[src/rtl/dacw_pkg.sv]
package dacw_pkg;

   // Kind of host access seen by the decoder in a given cycle.
   typedef enum logic [1:0] {
      ACC_NONE = 2'd0,
      ACC_LO   = 2'd1,
      ACC_HI   = 2'd2
   } dacw_access_e;

endpackage

[src/rtl/dacw_decode.sv]
module dacw_decode
   import dacw_pkg::*;
#(
   parameter int ADDR_W  = 3,
   parameter int LO_ADDR = 4,
   parameter int HI_ADDR = 5
) (
   input  logic [ADDR_W-1:0] wr_addr,
   input  logic              wr_en,
   output dacw_access_e      access
);

   localparam logic [ADDR_W-1:0] LO_A = ADDR_W'(LO_ADDR);
   localparam logic [ADDR_W-1:0] HI_A = ADDR_W'(HI_ADDR);

   always_comb begin
      access = ACC_NONE;
      if (wr_en) begin
         if (wr_addr == LO_A)      access = ACC_LO;
         else if (wr_addr == HI_A) access = ACC_HI;
      end
   end

endmodule

[src/rtl/dacw_stage.sv]
module dacw_stage
   import dacw_pkg::*;
#(
   parameter int LO_W = 4
) (
   input  logic            clk,
   input  logic            rst_n,
   input  dacw_access_e    access,
   input  logic [LO_W-1:0] lo_in,
   output logic [LO_W-1:0] lo_q
);

   always_ff @(posedge clk or negedge rst_n) begin
      if (!rst_n)
         lo_q <= '0;
      else if (access == ACC_LO)
         lo_q <= lo_in;
   end

   // only a low access may touch the staged nibble
   p_nibble_kept_r8: assert property (@(posedge clk) disable iff (!rst_n)
      (access != ACC_LO) |=> $stable(lo_q));

endmodule

[src/rtl/dacw_commit.sv]
module dacw_commit
   import dacw_pkg::*;
#(
   parameter int DAC_W = 12,
   parameter int LO_W  = 4
) (
   input  logic              clk,
   input  logic              rst_n,
   input  dacw_access_e      access,
   input  logic [DAC_W-LO_W-1:0] hi_in,
   input  logic [LO_W-1:0]   lo_in,
   output logic [DAC_W-1:0]  code_q,
   output logic              load_q
);

   localparam int HI_W = DAC_W - LO_W;

   logic take;
   assign take = (access == ACC_HI);

   always_ff @(posedge clk or negedge rst_n) begin
      if (!rst_n) begin
         code_q <= '0;
         load_q <= 1'b0;
      end else begin
         load_q <= take;
         if (take)
            code_q <= {hi_in, lo_in};
      end
   end

   // the upper field reflects the byte accepted one edge earlier
   p_hi_field_r4: assert property (@(posedge clk) disable iff (!rst_n)
      take |=> (code_q[DAC_W-1:LO_W] == $past(hi_in)));

   // strobe follows an upper write
   p_load_follows_r5: assert property (@(posedge clk) disable iff (!rst_n)
      take |=> load_q);

   // no strobe without an upper write
   p_load_only_hi_r5: assert property (@(posedge clk) disable iff (!rst_n)
      !take |=> !load_q);

   // the code moves only together with the strobe
   p_code_hold_r9: assert property (@(posedge clk) disable iff (!rst_n)
      !load_q |-> $stable(code_q));

   initial begin
      if (HI_W < 1) $error("dacw_commit: upper field must be non-empty");
   end

endmodule

[src/rtl/dacw_split_writer.sv]
module dacw_split_writer
   import dacw_pkg::*;
#(
   parameter int DAC_W   = 12,
   parameter int BUS_W   = 8,
   parameter int ADDR_W  = 3,
   parameter int LO_ADDR = 4,
   parameter int HI_ADDR = 5
) (
   input  logic              clk,
   input  logic              rst_n,
   input  logic [ADDR_W-1:0] wr_addr,
   input  logic [BUS_W-1:0]  wr_data,
   input  logic              wr_en,
   output logic [DAC_W-1:0]  dac_code,
   output logic              dac_load
);

   localparam int LO_W = DAC_W - BUS_W;

   // Elaboration-time parameter checks
   if (LO_W < 1 || LO_W > BUS_W) begin : g_bad_width
      $error("dacw_split_writer: DAC_W must lie in (BUS_W, 2*BUS_W]");
   end
   if (LO_ADDR == HI_ADDR) begin : g_bad_addr
      $error("dacw_split_writer: low and high offsets must differ");
   end
   if (HI_ADDR >= (1 << ADDR_W) || LO_ADDR >= (1 << ADDR_W)) begin : g_bad_span
      $error("dacw_split_writer: offsets exceed address width");
   end

   dacw_access_e    access;
   logic [LO_W-1:0] lo_q;

   dacw_decode #(
      .ADDR_W (ADDR_W),
      .LO_ADDR(LO_ADDR),
      .HI_ADDR(HI_ADDR)
   ) u_decode (
      .wr_addr(wr_addr),
      .wr_en  (wr_en),
      .access (access)
   );

   dacw_stage #(
      .LO_W(LO_W)
   ) u_stage (
      .clk   (clk),
      .rst_n (rst_n),
      .access(access),
      .lo_in (wr_data[LO_W-1:0]),
      .lo_q  (lo_q)
   );

   dacw_commit #(
      .DAC_W(DAC_W),
      .LO_W (LO_W)
   ) u_commit (
      .clk   (clk),
      .rst_n (rst_n),
      .access(access),
      .hi_in (wr_data),
      .lo_in (lo_q),
      .code_q(dac_code),
      .load_q(dac_load)
   );

   // a low write never produces a strobe
   p_lo_no_load_r3: assert property (@(posedge clk) disable iff (!rst_n)
      (wr_en && wr_addr == ADDR_W'(LO_ADDR)) |=> !dac_load);

   // the low field of a new code is the nibble staged beforehand
   p_lo_field_r7: assert property (@(posedge clk) disable iff (!rst_n)
      (wr_en && wr_addr == ADDR_W'(HI_ADDR)) |=> (dac_code[LO_W-1:0] == $past(lo_q)));

endmodule

[config.mk]
export PLATFORM = sky130hd
export DESIGN_NAME = dacw_split_writer
export DESIGN_NICKNAME = d
export VERILOG_FILES = /design/src/rtl/dacw_pkg.sv /design/src/rtl/dacw_decode.sv /design/src/rtl/dacw_stage.sv /design/src/rtl/dacw_commit.sv /design/src/rtl/dacw_split_writer.sv
export SDC_FILE = /design/constraint.sdc
export NUM_CORES = 1
export LEC_CHECK = 0
export ABC_CLOCK_PERIOD_IN_PS = 1170
export BUFFER_PORTS_ARGS = -buffer_cell sky130_fd_sc_hd__clkbuf_2
export CORE_MARGIN = 1
export CORE_UTILIZATION = 30
export DETAILED_ROUTE_END_ITERATION = 16
export SYNTH_ARGS = -nofsm -noshare
export SYNTH_HDL_FRONTEND = slang
export SYNTH_HIERARCHICAL = 1
export SYNTH_SLANG_ARGS = --single-unit
[constraint.sdc]
create_clock -name clk -period 1.17 [get_ports clk]
set_clock_uncertainty 0.1 [all_clocks]
set_input_delay 0.234 -clock clk [delete_from_list [all_inputs] [get_ports clk]]
set_output_delay 0.234 -clock clk [all_outputs]
set_load 0.05 [all_outputs]
# == After elaboration in Yosys (flattened, before gate mapping) ==
# Cells that the tools add are included.
# classes
eq_ne,4
muxes,3
# ops
operator,n
"3-bit equality test, second input constant",2
2-bit two-way mux,3
"2-bit by 1-bit equality test with 1-bit output, second input constant",1
"2-bit equality test, second input constant",1
# totals
reg_bits,17
inputBits,14
out_inout_bits,13
word_cells,10

# == Logic depth before layout (Yosys ltp) ==
# Gate-level depths: netlist (run 1).
# depth
ltp_word,5
ltp_mapped,4
depth_no_buf,3

# == Cells and area by module ==
# Netlist (run 1), hierarchy kept.
# modules_own_cells
module,n_inst,cells_per_inst,area_per_inst_um2,seq_area_each_um2
dacw_commit,1,28,523.0,325.3
dacw_stage,1,9,173.9,100.1
dacw_decode,1,2,23.8,0.0

# == Worst setup path before layout (run 1) ==
# No wires, ideal clock.
# synth_path
path_type,input to register
startpoint,input wr_addr[0]
endpoint,register u_commit.code_q[1]
setup_ps,125
arrival_time_ps,1155
required_time_ps,945
path_slack_ps,-210
path_stages,4
path_cell_list,and4bb_2 > nand2b_4 > buf_6 > mux2_4
# synth_via
elab_chain_cells,5
elab_cells_between_ends,6
classes_between,eq/ne (3); mux (3)
# synth_rtl
item,line_no,source
"start, declared",dacw_split_writer.sv:12,"input logic [ADDR_W-1:0] wr_addr,"
3-bit equality test,dacw_decode.sv:20,else if (wr_addr == HI_A) access = ACC_HI;
2-bit two-way mux,dacw_decode.sv:20,
2-bit two-way mux (*),dacw_decode.sv:19,if (wr_addr == LO_A) access = ACC_LO;
2-bit two-way mux (*),dacw_decode.sv:18,if (wr_en) begin
2-bit equality test (*),dacw_commit.sv:19,assign take = (access == ACC_HI);
"end signal, assigned",dacw_commit.sv:28,"code_q <= {hi_in, lo_in};"
"end, declared",dacw_commit.sv:12,"output logic [DAC_W-1:0] code_q,"
# Every way passes the cells marked *; elsewhere a longest branch is shown, timed or not.
# A chain may end at the register's enable or synchronous reset.

# == Final worst setup path (run 1) ==
# layout_path
startpoint,register u_commit.code_q[10]
endpoint,output dac_code[10]
# layout_lines
item,line_no,source
"end, declared",dacw_split_writer.sv:15,"output logic [DAC_W-1:0] dac_code,"
# No word-level cell between the ends.

==> results_dict.tcl, run 1 <==
set metrics [dict create \
    violations "setup timing" \
    synth_compound_area_share_pct 0 \
    yosys.area_share.adder_pct 0 \
    cts_made_buffers 3 \
    diodes 0 \
    internal-power_mw 1.49 \
    p_leak_nw 0.613 \
    r2r_end "u_commit/code_q[2]" \
    yosysSeqAreaShare_pct 59.0 \
    outcome "finished with violations" \
    nets 97 \
    critPathMaxFanout 2 \
    crit_slowest_cell "dfrtp_1" \
    dp_hpwl_um 841 \
    fillers 197 \
    cp.arrival_ps 870 \
    grt_start_max_net_pins 18 \
    finalMaxSlewViolations 0 \
    synth-seq-cells 17 \
    syn_area_per_cell_um2 18.5 \
    wl_met3_um 117 \
    synthToLayoutAreaGrowth_pct 61.5 \
    pin_count 27 \
    synthTopCellsByArea "dfrtp_1 (59%), mux2_4 (27%), mux2_2 (4.7%)" \
    reg2reg_slack_ps 40 \
    core_area_um2 2230 \
    totalWireLength_um 1330 \
    max_freq_mhz 832 \
    io_buffers 26 \
    irDropWorstVdd_mv 0.915 \
    rsz0062_at_grt "true" \
    synth_cell_types 8 \
    synthSimpleGateAreaFrac_pct 7.12 \
    highest-signal-layer "met3" \
    power.density_nw_per_um2 2030 \
    cpPeakStageDelay_ps 420 \
    synth.area.mux_share_pct 31.8 \
    setup_viol 13 \
    cp.required_ps 840 \
    floorplan.die.width_um 51.0 \
    vias 485 \
    root_buffer "clkbuf_4" \
    combPwrFrac_pct 50.2 \
    antenna_found_initial 0 \
    crit_family "flip-flops" \
    worstMarginPinSlew_ps 427 \
    synth_nets 53 \
    gr-total-overflow 0 \
    wl_met2_um 636 \
    netlist_area_um2 721 \
    start_util_pct 32.3 \
    setup_ws_ps -31.3 \
    synthCells 39 \
    yosys.area.top_type "dfrtp_1" \
    vias_per_cell 4.41 \
    synth_top_family_by_area "multiplexers" \
    synth_top_area_share_pct 59.0 \
    place_ws_ps -319 \
    finalPower_mw 2.36 \
    cts_tree "yes" \
    fp.dieH_um 51.0 \
    ff2ff_path_depth 3 \
    clk_latency_ps 290 \
    htreeDepth 1 \
    drt_iter0_markers 2 \
    synth_xor_area_share_pct 0 \
    yosysWarnings 6 \
    relSlewSlack_pct 71.5 \
    r2r_start "u_commit/code_q[2]" \
    fin_crit_ps 1200 \
    drive_above_1_share_pct 75.6 \
    cp-end-kind "output pin" \
    cp_num_buf_inv 1 \
    grt_usage_pct 12.5 \
    path_class "flip-flop to output pin" \
    hold_viol_final 0 \
    drtAntennaViolNets 0 \
    maxCapViolCount 0 \
    clockPowerShare_pct 13.3 \
    rows 17 \
    met1_length_um 580 \
    grt_first_pass_wirelength_um 2280 \
    start_kind "flip-flop" \
    cp.depth 1 \
    firstDrtPassIters 3 \
    crit_path_start "u_commit/code_q[10]" \
    dieArea_um2 2600 \
    path_cells "buf_8" \
    critPathCapture "dac_code[10]" \
    cts.clk_slew.worst_paths_ps 100 \
    clock_path_buffers 2 \
    clock_sinks 17 \
    gp_congestion 0.606 \
    switching_share_pct 36.7 \
    hp-class "primary input to flip-flop" \
    drc 0 \
    grt_pass1_vias 535 \
    wl_per_cell_um 12.1 \
    power.switching_mw 0.866 \
    finalCritPeriodShare_pct 103 \
    pwr-share-seq_pct 36.4 \
]
-- registers in the layout (all words and copies together), names as in the netlist --
signal           cells
u_commit/load_q      1
u_stage/lo_q         4
u_commit/code_q     12
-- kinds of logic after synthesis --
kind of cell | Yosys count
muxes | 16
DFF | 17
buffers and inverters | 2
and+or+nand+nor | 4
-- power by group through the flow --
stage               Clock, mW  Combinational, mW  Sequential (mW)
floorplan                   0              0.215             1.23
global placement            0              0.797            0.826
detailed placement          0              0.802            0.831
CTS                     0.339               1.08            0.830
global route            0.364               1.24            0.878
finish                  0.314               1.18            0.859
-- per-stage QoR --
step | cells | TNS [ps] | utilization, % | instance area [um^2] | hold WS [ps]
global placement | 93 | -3670 | 39.5 | 882 | 82.9
floorplan | 39 | -2210 | - | 724 | -162
detailed placement | 93 | -4110 | 39.5 | 882 | 89.4
global route | 110 | -873 | 52.1 | 1160 | 61.6
finish | 110 | -277 | 52.1 | 1160 | 73.6
CTS | 104 | -626 | 48.2 | 1080 | 58.0
-- cell type report --
class / instances / area [um^2] / area share (%)
Sequential cell: 17 / 425 / 36.6
Timing Repair Buffer: 40 / 393 / 33.8
Multi-Input combinational cell: 20 / 280 / 24.1
Tap cell: 28 / 35.0 / 3.01
Clock buffer: 4 / 26.3 / 2.26
Inverter: 1 / 3.75 / 0.323
-- cells in the mapped netlist --
master / number
mux2_4: 13
and4bb_2: 1
buf_6: 1
dfrtp_1: 17
inv_1: 1
and4b_2: 1
mux2_2: 3
nand2b_4: 2
-- per-layer routing --
layer	vias up	GRT usage [%]
met5	-	0
met4	0	4.17
met3	0	7.14
met2	25	20.6
met1	238	13.2
li1	222	-
-- cell usage in the layout (no fill, tap or decap) --
cell type and instances:
clkbuf_2 13, inv_1 1, buf_8 13, clkbuf_4 3
buf_12 2, buf_4 11, mux2_4 13, nand2b_4 2
dlygate4sd3_1 1, clkbuf_1 1, dfrtp_1 17, and4b_2 1
mux2_2 3, and4bb_2 1
-- timing repair --
action                                 in CTS  in global routing
buffers inserted                            6                  6
endpoints found under the hold margin      17                  0
setup endpoints to repair                  13                 16
resized for setup                          26                 13
hold buffers                                1                  0
-- how the worst min path moves through the flow --
stage,from,to,slack (ps),cells past startpoint
2_1_floorplan,rst_n,u_commit/code_q[0],-160,0
3_3_place_gp,rst_n,u_commit/code_q[8],80,1
3_5_place_dp,rst_n,u_commit/code_q[8],90,1
4_1_cts,wr_data[5],u_commit/code_q[9],60,2
5_1_grt,wr_data[5],u_commit/code_q[9],60,2
6_report,wr_data[6],u_commit/code_q[10],70,2
No activity file was read; power rests on OpenSTA's default activity.
==> inputs of run 2 (changes only) <==
--- a/config.mk
+++ b/config.mk
@@ -10,6 +10,8 @@
 export CORE_MARGIN = 1
 export CORE_UTILIZATION = 30
 export DETAILED_ROUTE_END_ITERATION = 16
+export SKIP_CTS_REPAIR_TIMING = 1
+export SKIP_LAST_GASP = 1
 export SYNTH_ARGS = -nofsm -noshare
 export SYNTH_HDL_FRONTEND = slang
 export SYNTH_HIERARCHICAL = 1
==> results_dict.tcl, run 2 (synthesis gave the netlist of run 1 again) <==
set metrics [dict create \
    cts_tree "yes" \
    fp.dieH_um 51.0 \
    maxCapViolCount 0 \
    met1_length_um 543 \
    hold_viol_final 0 \
    relSlewSlack_pct 72.7 \
    place_ws_ps -319 \
    cpPeakStageDelay_ps 410 \
    clock_sinks 17 \
    grt_start_max_net_pins 18 \
    max_freq_mhz 835 \
    drt_iter0_markers 2 \
    finalPower_mw 2.20 \
    root_buffer "clkbuf_4" \
    wl_met3_um 124 \
    rsz0062_at_grt "true" \
    drtAntennaViolNets 0 \
    path_class "flip-flop to output pin" \
    p_leak_nw 0.581 \
    path_cells "buf_6" \
    irDropWorstVdd_mv 1.03 \
    htreeDepth 1 \
    regMostFlops "u_commit/code_q" \
    floorplan.die.width_um 51.0 \
    clk_latency_ps 290 \
    grt_pass1_vias 494 \
    reg_top3 "u_commit/code_q x12, u_stage/lo_q x4, u_commit/load_q x1" \
    cp-end-kind "output pin" \
    finalCritPeriodShare_pct 102 \
    totalWireLength_um 1280 \
    drc 0 \
    wl_per_cell_um 12.0 \
    vias_per_cell 4.42 \
    critPathMaxFanout 2 \
    io_buffers 26 \
    synthToLayoutAreaGrowth_pct 51.6 \
    cp_num_buf_inv 1 \
    start_kind "flip-flop" \
    worstMarginPinSlew_ps 410 \
    final_cell_mix "dfrtp_1 (17), clkbuf_2 (13), buf_6 (13), mux2_4 (13), buf_4 (8)" \
    crit_family "flip-flops" \
    cp.required_ps 840 \
    highest-signal-layer "met3" \
    placed_area_um2 882 \
    whs_ps 68.0 \
    gp_congestion 0.606 \
    outcome "finished with violations" \
    core_area_um2 2230 \
    gr-total-overflow 0 \
    firstDrtPassIters 3 \
    setup_viol 12 \
    wl_met2_um 610 \
    grt_first_pass_wirelength_um 2190 \
    final_cell_area_um2 1090 \
    final_common_cell "dfrtp_1" \
    grt_usage_pct 11.9 \
    cts.clk_slew.worst_paths_ps 100 \
    cts_made_buffers 3 \
    fin_crit_ps 1200 \
    diodes 0 \
    rows 17 \
    clock_path_buffers 2 \
    tns_ps -187 \
    largest_reg_flops 12 \
    pin_count 27 \
    dieArea_um2 2600 \
    antenna_found_initial 0 \
    finalMaxSlewViolations 0 \
    vias 473 \
    violations "setup timing" \
    start_util_pct 32.3 \
    setup_ws_ps -27.5 \
    nets 94 \
    dp_hpwl_um 841 \
    drive_above_1_share_pct 74.7 \
    crit_slowest_cell "dfrtp_1" \
    hp-class "primary input to flip-flop" \
    cp.arrival_ps 860 \
    power.density_nw_per_um2 2010 \
]
## run 2: changes by cell type in the layout (fill, tap and decap cells not counted)
cell | before | now
buf_8 | 13 | 0
buf_4 | 11 | 8
buf_6 | 0 | 13
## run 2: worst reg2reg max path: stages, from the launching register on
cell	delay (ps)
dfrtp_1	410
buf_4	140
mux2_4	240
## run 2: area by class of cell
| class | count | area, um^2 |
|---|---|---|
| Multi-Input combinational cell | 20 | 280 |
| Inverter | 1 | 3.75 |
| Fill cell | 210 | 1140 |
| Tap cell | 28 | 35.0 |
| Sequential cell | 17 | 425 |
| Clock buffer | 4 | 26.3 |
| Timing Repair Buffer | 37 | 322 |
## run 2: where the power goes
| group | total (mW) | internal [mW] | switching (mW) |
|---|---|---|---|
| logic | 1.04 | 0.495 | 0.547 |
| registers | 0.838 | 0.736 | 0.102 |
| clock network | 0.318 | 0.133 | 0.185 |
| total | 2.20 | 1.36 | 0.834 |
## run 2: metal layers
layer	GRT usage [%]	vias up
met5	0	-
met1	13.6	232
met4	4.17	0
met2	18.6	25
li1	-	216
met3	6.55	0
## run 2: through the flow
step / cells / utilization (%)
after global placement: 93 / 39.5
after CTS: 97 / 40.7
after global routing: 107 / 48.9
final: 107 / 48.9
after detailed placement: 93 / 39.5
after floorplan: 39 / -
## run 2: path summary, 6_finish.rpt
check / start / to / slack, ps / depth (start not counted)
worst max-delay path: u_commit/code_q[10] / dac_code[10] / -30 / 1
worst min register to register: u_stage/lo_q[3] / u_commit/code_q[3] / 430 / 1
max in group asynchronous: rst_n / u_commit/code_q[6] / 380 / 2
worst max register to register: u_commit/code_q[4] / u_commit/code_q[4] / 180 / 2
min in group asynchronous: rst_n / u_commit/code_q[10] / 300 / 2
worst min-delay path: wr_data[6] / u_commit/code_q[10] / 70 / 2
==> inputs of run 3 (changes only) <==
--- a/config.mk
+++ b/config.mk
@@ -5,11 +5,12 @@
 export SDC_FILE = /design/constraint.sdc
 export NUM_CORES = 1
 export LEC_CHECK = 0
-export ABC_CLOCK_PERIOD_IN_PS = 1170
+export ABC_CLOCK_PERIOD_IN_PS = 1400
 export BUFFER_PORTS_ARGS = -buffer_cell sky130_fd_sc_hd__clkbuf_2
 export CORE_MARGIN = 1
 export CORE_UTILIZATION = 30
 export DETAILED_ROUTE_END_ITERATION = 16
+export PLACE_DENSITY_LB_ADDON = 0.08
 export SKIP_CTS_REPAIR_TIMING = 1
 export SKIP_LAST_GASP = 1
 export SYNTH_ARGS = -nofsm -noshare
==> constraint.sdc (replaced) <==
create_clock -name clk -period 1.4 [get_ports clk]
set_clock_uncertainty 0.1 [all_clocks]
set_input_delay 0.28 -clock clk [delete_from_list [all_inputs] [get_ports clk]]
set_output_delay 0.28 -clock clk [all_outputs]
set_load 0.05 [all_outputs]
==> results_dict.tcl, run 3 (synthesis gave the netlist of run 1 again) <==
set metrics [dict create \
    outcome "complete, no violations" \
    core_area_um2 2230 \
    cpPeakStageDelay_ps 370 \
    grt_start_max_net_pins 18 \
    wl_per_cell_um 11.8 \
    drc 0 \
    ff2ff_path_depth 1 \
    p_leak_nw 0.506 \
    fp.dieH_um 51.0 \
    diodes 0 \
    synthToLayoutAreaGrowth_pct 27.6 \
    finalCritPeriodShare_pct 93.7 \
    crit_slowest_cell "dfrtp_1" \
    combPwrFrac_pct 41.8 \
    tns_ps 0 \
    path_class "flip-flop to output pin" \
    io_buffers 26 \
    drt_iter0_markers 1 \
    dieArea_um2 2600 \
    grt_first_pass_wirelength_um 2030 \
    hold_viol_final 0 \
    nets 85 \
    fillers 233 \
    final_cell_area_um2 920 \
    final_cell_mix "clkbuf_2 (26), dfrtp_1 (17), mux2_4 (13)" \
    clock_path_buffers 2 \
    drive_above_1_share_pct 72.9 \
    vias 418 \
    internal-power_mw 0.950 \
    crit_family "flip-flops" \
    dp_hpwl_um 852 \
    reg2reg_slack_ps 540 \
    pwr-share-seq_pct 42.4 \
    totalWireLength_um 1160 \
    setup_viol 0 \
    antenna_found_initial 0 \
    min_delay_path_depth 2 \
    hp-class "primary input to flip-flop" \
    reg_top3 "u_commit/code_q x12, u_stage/lo_q x4, u_commit/load_q x1" \
    grt_usage_pct 10.8 \
    relSlewSlack_pct 71.9 \
    maxCapViolCount 0 \
    path_cells "clkbuf_2" \
    cts_made_buffers 3 \
    cp_num_buf_inv 1 \
    final_common_cell "clkbuf_2" \
    power.density_nw_per_um2 1740 \
    regMostFlops "u_commit/code_q" \
    worstHoldStart "wr_data[5]" \
    root_buffer "clkbuf_4" \
    final_util_pct 41.2 \
    finalPower_mw 1.60 \
    gr-total-overflow 0 \
    r2r_start "u_stage/lo_q[3]" \
    max_freq_mhz 762 \
    htreeDepth 1 \
    holdPathEnd "u_commit/code_q[9]" \
    pin_count 27 \
    r2r_end "u_commit/code_q[3]" \
    clock_sinks 17 \
    finalMaxSlewViolations 0 \
    seq_area_um2 425 \
    cp.arrival_ps 930 \
    cp-end-kind "output pin" \
    firstDrtPassIters 2 \
    start_kind "flip-flop" \
    rsz0062_at_grt "false" \
    multiInputGateArea_um2 280 \
    cts.clk_slew.worst_paths_ps 100 \
    grt_pass1_vias 451 \
    cp.depth 1 \
    drtAntennaViolNets 0 \
    floorplan.die.width_um 51.0 \
    clockPowerShare_pct 15.7 \
    gp_congestion 0.603 \
    irDropWorstVdd_mv 0.944 \
    clk_latency_ps 280 \
    vias_per_cell 4.27 \
    worstMarginPinSlew_ps 422 \
    largest_reg_flops 12 \
    placed_area_um2 882 \
    critPathMaxFanout 2 \
    start_util_pct 32.3 \
    cp.required_ps 1020 \
    switching_share_pct 40.8 \
    cts_tree "yes" \
    power.switching_mw 0.654 \
    fin_crit_ps 1310 \
    rows 17 \
]
## run 3: power groups by stage
stage / registers, mW / clock network [mW] / logic (mW)
finish: 0.680 / 0.252 / 0.671
global route: 0.698 / 0.296 / 0.701
CTS: 0.684 / 0.272 / 0.676
detailed placement: 0.693 / 0 / 0.672
global placement: 0.691 / 0 / 0.673
floorplan: 1.03 / 0 / 0.180
## run 3: cell type report
| type | instances | area share (%) |
|---|---|---|
| Clock buffer | 3 | 2.45 |
| Clock inverter | 1 | 0.544 |
| Inverter | 1 | 0.408 |
| Multi-Input combinational cell | 20 | 30.5 |
| Sequential cell | 17 | 46.3 |
| Tap cell | 28 | 3.81 |
| Timing Repair Buffer | 28 | 16.1 |
## run 3: how the worst max path moves through the flow
stage	start	to	slack, ps
floorplan	wr_addr[0]	u_commit/code_q[1]	-20
global placement	wr_addr[0]	u_commit/code_q[10]	-110
detailed placement	wr_addr[0]	u_commit/code_q[11]	-140
CTS	u_commit/code_q[8]	dac_code[8]	60
global route	u_commit/code_q[0]	dac_code[0]	7
finish	u_commit/code_q[1]	dac_code[1]	90
## run 3: stage by stage
stage	instances	setup slack [ps]	hold slack [ps]
2_1_floorplan	39	-16.9	-116
3_3_place_gp	93	-108	141
3_5_place_dp	93	-140	145
4_1_cts	97	64.1	-181
5_1_grt	98	7.05	102
6_report	98	88.1	118
## run 3: routing by layer
| layer | up-vias | share of wire (%) | track usage [%] |
|---|---|---|---|
| met1 | 203 | 44 | 12.4 |
| met3 | 0 | 5.0 | 5.36 |
| li1 | 201 | - | - |
| met2 | 14 | 51 | 17.8 |
| met4 | 0 | 0 | 2.78 |
| met5 | - | 0 | 0 |
